[config.mk]
export PLATFORM = sky130hd
export DESIGN_NAME = adc_cmp_gate
export DESIGN_NICKNAME = d
export VERILOG_FILES = /design/src/rtl/cmpu_pkg.sv /design/src/rtl/cmpu_mode_dec.sv /design/src/rtl/cmpu_judge.sv /design/src/rtl/cmpu_seq.sv /design/src/rtl/adc_cmp_gate.sv
export SDC_FILE = /design/constraint.sdc
export NUM_CORES = 1
export LEC_CHECK = 0
export CELL_PAD_IN_SITES_DETAIL_PLACEMENT = 0
export CELL_PAD_IN_SITES_GLOBAL_PLACEMENT = 2
export CORE_MARGIN = 8
export CORE_UTILIZATION = 36
export DETAILED_ROUTE_END_ITERATION = 8
export GPL_TIMING_DRIVEN = 0
export PLACE_DENSITY_LB_ADDON = 0.08
export SYNTH_ARGS = -nofsm -noshare
export SYNTH_HDL_FRONTEND = slang
export SYNTH_HIERARCHICAL = 1
export SYNTH_SLANG_ARGS = --single-unit
export TNS_END_PERCENT = 1
[constraint.sdc]
create_clock -name clk -period 2.85 [get_ports clk]
set_clock_uncertainty 0.05 [all_clocks]
set_input_delay 0.285 -clock clk [delete_from_list [all_inputs] [get_ports clk]]
set_output_delay 0.285 -clock clk [all_outputs]
set_load 0.005 [all_outputs]
[src/rtl/cmpu_pkg.sv]
package cmpu_pkg;

    // Test kind picked from the mode bits and threshold order
    typedef enum logic [2:0] {
        TEST_ALL      = 3'd0,
        TEST_LT       = 3'd1,
        TEST_GE       = 3'd2,
        TEST_IN_INCL  = 3'd3,
        TEST_IN_EXCL  = 3'd4,
        TEST_OUT_INCL = 3'd5,
        TEST_OUT_EXCL = 3'd6
    } test_t;

    typedef enum logic {
        ST_IDLE  = 1'b0,
        ST_JUDGE = 1'b1
    } state_t;

endpackage

[src/rtl/cmpu_mode_dec.sv]
module cmpu_mode_dec
    import cmpu_pkg::*;
#(
    parameter int DATA_W = 16
) (
    input  logic              cmp_on,
    input  logic              cmp_ge,
    input  logic              cmp_win,
    input  logic [DATA_W-1:0] thr_a,
    input  logic [DATA_W-1:0] thr_b,
    output test_t             test
);

    logic inside_sel;

    // A not above B forms a window; A above B forms a gap
    assign inside_sel = (thr_a <= thr_b);

    always_comb begin
        if (!cmp_on) begin
            test = TEST_ALL;
        end else if (!cmp_win) begin
            test = cmp_ge ? TEST_GE : TEST_LT;
        end else if (inside_sel) begin
            test = cmp_ge ? TEST_IN_INCL : TEST_IN_EXCL;
        end else begin
            test = cmp_ge ? TEST_OUT_INCL : TEST_OUT_EXCL;
        end
    end

endmodule

[src/rtl/cmpu_judge.sv]
module cmpu_judge
    import cmpu_pkg::*;
#(
    parameter int DATA_W = 16
) (
    input  test_t             test,
    input  logic [DATA_W-1:0] val,
    input  logic [DATA_W-1:0] lim_a,
    input  logic [DATA_W-1:0] lim_b,
    output logic              pass
);

    always_comb begin
        unique case (test)
            TEST_ALL:      pass = 1'b1;
            TEST_LT:       pass = (val <  lim_a);
            TEST_GE:       pass = (val >= lim_a);
            TEST_IN_INCL:  pass = (val >= lim_a) && (val <= lim_b);
            TEST_IN_EXCL:  pass = (val >  lim_a) && (val <  lim_b);
            TEST_OUT_INCL: pass = (val <= lim_b) || (val >= lim_a);
            TEST_OUT_EXCL: pass = (val <  lim_b) || (val >  lim_a);
            default:       pass = 1'b0;
        endcase
    end

endmodule

[src/rtl/cmpu_seq.sv]
module cmpu_seq
    import cmpu_pkg::*;
#(
    parameter int DATA_W = 16
) (
    input  logic              clk,
    input  logic              rst_n,
    input  logic              res_valid,
    input  logic [DATA_W-1:0] res_data,
    input  logic [DATA_W-1:0] thr_a,
    input  logic [DATA_W-1:0] thr_b,
    input  test_t             test_in,
    input  logic              verdict,
    output test_t             cap_test,
    output logic [DATA_W-1:0] cap_val,
    output logic [DATA_W-1:0] cap_a,
    output logic [DATA_W-1:0] cap_b,
    output logic [DATA_W-1:0] acc_data,
    output logic              acc_done
);

    state_t state, state_nx;

    // State register
    always_ff @(posedge clk or negedge rst_n) begin
        if (!rst_n) state <= ST_IDLE;
        else        state <= state_nx;
    end

    // Transitions: take, again, rest
    always_comb begin
        state_nx = state;
        unique case (state)
            ST_IDLE:  if (res_valid) state_nx = ST_JUDGE;
            ST_JUDGE: state_nx = res_valid ? ST_JUDGE : ST_IDLE;
            default:  state_nx = ST_IDLE;
        endcase
    end

    // Capture result and its configuration together
    always_ff @(posedge clk or negedge rst_n) begin
        if (!rst_n) begin
            cap_test <= TEST_ALL;
            cap_val  <= '0;
            cap_a    <= '0;
            cap_b    <= '0;
        end else if (res_valid) begin
            cap_test <= test_in;
            cap_val  <= res_data;
            cap_a    <= thr_a;
            cap_b    <= thr_b;
        end
    end

    // Outputs
    always_ff @(posedge clk or negedge rst_n) begin
        if (!rst_n) begin
            acc_done <= 1'b0;
            acc_data <= '0;
        end else begin
            acc_done <= 1'b0;
            unique case (state)
                ST_IDLE: ;
                ST_JUDGE: begin
                    if (verdict) begin
                        acc_done <= 1'b1;
                        acc_data <= cap_val;
                    end
                end
                default: ;
            endcase
        end
    end

    // a completion always follows a sampled result
    p_done_after_valid_r10: assert property (@(posedge clk) disable iff (!rst_n)
        acc_done |-> $past(res_valid, 2));

    // output register moves only with a completion
    p_hold_on_reject_r9: assert property (@(posedge clk) disable iff (!rst_n)
        !acc_done |-> $stable(acc_data));

    // compare disabled always leads to a completion
    p_all_pass_r2: assert property (@(posedge clk) disable iff (!rst_n)
        (state == ST_JUDGE && cap_test == TEST_ALL) |=> acc_done);

    // accepted below-threshold result is below threshold
    p_lt_bound_r3: assert property (@(posedge clk) disable iff (!rst_n)
        (state == ST_JUDGE && cap_test == TEST_LT && verdict) |-> (cap_val < cap_a));

    // accepted inclusive-window result lies in the window
    p_in_incl_r5: assert property (@(posedge clk) disable iff (!rst_n)
        (state == ST_JUDGE && cap_test == TEST_IN_INCL && verdict)
            |-> (cap_val >= cap_a && cap_val <= cap_b));

    // accepted data matches the result sampled two edges earlier
    p_data_latency_r10: assert property (@(posedge clk) disable iff (!rst_n)
        acc_done |-> (acc_data == $past(res_data, 2)));

endmodule

[src/rtl/adc_cmp_gate.sv]
module adc_cmp_gate
    import cmpu_pkg::*;
#(
    parameter int DATA_W = 16
) (
    input  logic              clk,
    input  logic              rst_n,
    input  logic              res_valid,
    input  logic [DATA_W-1:0] res_data,
    input  logic [DATA_W-1:0] thr_a,
    input  logic [DATA_W-1:0] thr_b,
    input  logic              cmp_on,
    input  logic              cmp_ge,
    input  logic              cmp_win,
    output logic [DATA_W-1:0] acc_data,
    output logic              acc_done
);

    test_t             live_test;
    test_t             cap_test;
    logic [DATA_W-1:0] cap_val;
    logic [DATA_W-1:0] cap_a;
    logic [DATA_W-1:0] cap_b;
    logic              verdict;

    cmpu_mode_dec #(.DATA_W(DATA_W)) u_dec (
        .cmp_on  (cmp_on),
        .cmp_ge  (cmp_ge),
        .cmp_win (cmp_win),
        .thr_a   (thr_a),
        .thr_b   (thr_b),
        .test    (live_test)
    );

    cmpu_seq #(.DATA_W(DATA_W)) u_seq (
        .clk       (clk),
        .rst_n     (rst_n),
        .res_valid (res_valid),
        .res_data  (res_data),
        .thr_a     (thr_a),
        .thr_b     (thr_b),
        .test_in   (live_test),
        .verdict   (verdict),
        .cap_test  (cap_test),
        .cap_val   (cap_val),
        .cap_a     (cap_a),
        .cap_b     (cap_b),
        .acc_data  (acc_data),
        .acc_done  (acc_done)
    );

    cmpu_judge #(.DATA_W(DATA_W)) u_judge (
        .test  (cap_test),
        .val   (cap_val),
        .lim_a (cap_a),
        .lim_b (cap_b),
        .pass  (verdict)
    );

endmodule

==> insert_results.sql <==
INSERT INTO impl_metrics (metric_group, metric, value, unit) VALUES
('run_status', 'run_status', 'complete, no violations', ''),
('logic_synthesis', 'netlist.top_cell.by_area', 'sky130_fd_sc_hd__dfrtp_1', ''),
('global_route', 'grt_max_degree', '70', ''),
('logic_synthesis', 'netlist_area', '4190', 'um2'),
('final_layout', 'layout.cells.non_filler', '571', ''),
('floorplanning', 'initial_standard_cell_utilization_of_the_core', '36.9', '%'),
('logic_synthesis', 'sequential_area_share_after_synthesis', '41.2', '%'),
('worst_setup_path', 'worst-path-max-fanout', '10', ''),
('cts', 'clock_tree.buffer_depth', '2', ''),
('cts', 'number_of_buffers_inserted_during_clock_tree_synthesis', '9', ''),
('placed_design', 'post-place-ws', '-0.210', 'ns'),
('placed_design', 'gp_routability_congestion', '0.748', ''),
('cts', 'clkSlewWorstSetupHoldPaths', '0.06', 'ns'),
('global_route', 'antenna_found_initial', '0', ''),
('cts', 'clk_latency', '0.34', 'ns'),
('logic_synthesis', 'yosysTopAreaCellShare', '41.2', '%'),
('detailed_routing', 'wl', '10000', 'um'),
('global_route', 'first_pass_grt_wire_length', '15700', 'um'),
('worst_setup_path', 'startpoint_type', 'register', ''),
('worst_setup_path', 'critPathArrivalTime', '2.99', 'ns'),
('logic_synthesis', 'synthCells', '337', ''),
('timing', 'timing.final.max_slew_violations', '0', ''),
('placed_design', 'detailedPlacementHpwl', '7570', 'um'),
('detailed_routing', 'route.antenna.remaining_nets', '0', ''),
('final_layout', 'layout.nets', '526', ''),
('floorplanning', 'core-area', '11400', 'um2'),
('cts', 'cts_root_buf', 'sky130_fd_sc_hd__clkbuf_16', ''),
('logic_synthesis', 'yosys.area_share.simple', '7.23', '%'),
('cts', 'clock_tree_from_tritoncts', 'done', ''),
('min_path', 'hold_class', 'in -> async', ''),
('placed_design', 'place.port_buffers', '70', ''),
('final_layout', 'antenna-diode-count', '0', ''),
('worst_setup_path', 'first_element_of_the_critical_path', 'u_seq/cap_val[9]$_DFFE_PN0P_', ''),
('detailed_routing', 'via_count', '2759', ''),
('logic_synthesis', 'synthesis.area_per_instance', '12.4', 'um2'),
('final_layout', 'layout_cell_share_with_drive_strength_beyond_1', '28.3', '%'),
('floorplanning', 'chipWidth', '124', 'um'),
('detailed_routing', 'initialDrtViolationCount', '122', ''),
('detailed_routing', 'avgViaCountPerCell', '4.83', ''),
('floorplanning', 'core.rowCount', '39', ''),
('timing', 'fmaxAchievable', '354', 'MHz'),
('pwr', 'power_density', '612', 'nW/um2'),
('logic_synthesis', 'synth.lib_cells_used.distinct', '39', ''),
('logic_synthesis', 'async_reset_ff_share', '100', '%'),
('floorplanning', 'io-pin-count', '71', ''),
('final_layout', 'layout-area-overhead-vs-synth', '33.7', '%'),
('logic_synthesis', 'synth_nets', '440', ''),
('logic_synthesis', 'synth-compound-area-share', '7.17', '%'),
('logic_synthesis', 'synth_seq_cells', '69', ''),
('detailed_routing', 'detail_route.wl_per_cell', '17.6', 'um'),
('logic_synthesis', 'ys_top_cells_by_area', 'sky130_fd_sc_hd__dfrtp_1 41%, sky130_fd_sc_hd__mux2_4 21%, sky130_fd_sc_hd__ha_1 15%, sky130_fd_sc_hd__inv_1 4.4%, sky130_fd_sc_hd__a21oi_1 2.4%', ''),
('placed_design', 'dp_cells', '550', ''),
('global_route', 'grt_use_total', '13.7', '%'),
('final_layout', 'fill_cells', '1087', ''),
('floorplanning', 'chipHeight', '124', 'um'),
('pwr', 'cellLeakagePower', '2.65', 'nW'),
('worst_setup_path', 'timing_worst_setup_path_type', 'reg -> reg', ''),
('worst_setup_path', 'rr_startpoint', 'u_seq/cap_val[9]$_DFFE_PN0P_', ''),
('cts', 'cts_num_sinks', '69', ''),
('pwr', 'max-vdd-ir-drop', '0.000448', 'V'),
('timing', 'maxSlewHeadroom', '40.4', '%'),
('logic_synthesis', 'synth-main-ff-cell', 'sky130_fd_sc_hd__dfrtp_1', ''),
('timing', 'hold-worst-slack', '0.0162', 'ns'),
('timing', 'setup-violations-final', '0', ''),
('timing', 'setup_repair_after_global_routing_missed_its_margin', 'yes', ''),
('logic_synthesis', 'number_of_synthesized_flops_with_an_enable_pin', '0', ''),
('timing', 'finalHoldViolations', '0', ''),
('floorplanning', 'area_of_the_die', '15300', 'um2'),
('timing', 'postLayoutSetupSlackWorst', '0.0215', 'ns'),
('timing', 'period_share', '99.2', '%'),
('logic_synthesis', 'synth_fa_ha_area_share', '14.6', '%');
[placed cells by master, fill, tap and decap left out, types with 3 or more instances in the layout]
master	count
sky130_fd_sc_hd__clkbuf_16	9
sky130_fd_sc_hd__clkdlybuf4s50_1	69
sky130_fd_sc_hd__mux2_4	59
sky130_fd_sc_hd__nand2_1	11
sky130_fd_sc_hd__nand4_1	9
sky130_fd_sc_hd__o21ai_0	4
sky130_fd_sc_hd__buf_6	6
sky130_fd_sc_hd__nand3_1	6
sky130_fd_sc_hd__dfrtp_1	64
sky130_fd_sc_hd__dfrtp_2	5
sky130_fd_sc_hd__a21oi_1	20
sky130_fd_sc_hd__nor2b_1	3
sky130_fd_sc_hd__nor4_1	3
sky130_fd_sc_hd__ha_1	39
sky130_fd_sc_hd__buf_4	5
sky130_fd_sc_hd__nand2b_1	5
sky130_fd_sc_hd__ha_4	10
sky130_fd_sc_hd__inv_1	49
sky130_fd_sc_hd__nor2_1	4
sky130_fd_sc_hd__o211ai_1	3
sky130_fd_sc_hd__mux2_2	8
[kinds of logic (layout without fill, tap and decap cells)]
family,after synthesis,after routing
adders and majority gates,49,49
DFF,69,69
AOI/OAI and AO/OA,45,45
muxes,67,67
and+or+nand+nor,51,51
buffers and inverters,56,147
[state kept, by name (all words and copies together) (netlist names)]
register and count:
u_seq/acc_data 16, u_seq/cap_test 3, u_seq/acc_done 1, u_seq/state 1
u_seq/cap_b 16, u_seq/cap_a 16, u_seq/cap_val 16
[worst max-delay path: stages (launching register included)]
cell	delay [ns]
sky130_fd_sc_hd__dfrtp_2	0.46
sky130_fd_sc_hd__ha_4	0.28
sky130_fd_sc_hd__nand4_1	0.16
sky130_fd_sc_hd__or3_4	0.43
sky130_fd_sc_hd__a21oi_4	0.15
sky130_fd_sc_hd__o31ai_1	0.08
sky130_fd_sc_hd__a311oi_1	0.29
sky130_fd_sc_hd__o211ai_1	0.16
sky130_fd_sc_hd__nand2_4	0.16
sky130_fd_sc_hd__buf_12	0.17
sky130_fd_sc_hd__mux2_4	0.30
[worst paths after layout]
kind	to	slack, ns	depth (start not counted)
min in group clk	u_seq/state$_DFF_PN0_	0.41	1
max in group asynchronous	u_seq/cap_val[10]$_DFFE_PN0P_	2.08	1
worst min-delay path	u_seq/acc_data[0]$_DFFE_PN0P_	0.02	1
worst max register to register	u_seq/acc_data[14]$_DFFE_PN0P_	0.02	10
worst max-delay path	u_seq/acc_data[14]$_DFFE_PN0P_	0.02	10
worst min register to register	u_seq/acc_data[15]$_DFFE_PN0P_	0.45	1
[where the power goes]
part	switching (W)	internal [W]	leakage [nW]
clock network	0.000431	0.000815	0.162
registers	0.000111	0.00113	0.807
logic	0.000359	0.000582	1.68
[per-stage QoR]
stage / power [W] / area (um2)
after floorplan: 0.00174 / 4190
after detailed placement: 0.00214 / 5070
after global placement: 0.00212 / 5070
after CTS: 0.00345 / 5500
final: 0.00343 / 5600
after global routing: 0.00362 / 5600
[layer usage]
| layer | track usage [%] | share of wire, % | vias up |
|---|---|---|---|
| li1 | - | - | 1372 |
| met1 | 17.8 | 48 | 1326 |
| met4 | 3.84 | 0.95 | 0 |
| met3 | 4.26 | 4.9 | 5 |
| met5 | 0 | 0 | - |
| met2 | 21.4 | 47 | 56 |
[cell type report]
| class | count | area (um2) | area share [%] |
|---|---|---|---|
| timing repair buffer | 75 | 748 | 13.4 |
| tap | 143 | 179 | 3.19 |
| clock inverter | 5 | 81.3 | 1.45 |
| buffer | 7 | 87.6 | 1.56 |
| inverter | 49 | 184 | 3.28 |
| clock buffer | 11 | 253 | 4.51 |
| sequential | 69 | 1730 | 30.9 |
| multi-input combinational | 212 | 2340 | 41.7 |
[repair_timing]
item                       CTS  global route
gates cloned                 0             0
buffers inserted             4             1
hold buffers                 0             0
setup endpoints to repair   16            17
resized for setup            8            11
pin swaps                    8             6
No activity file was read; power rests on OpenSTA's default activity.
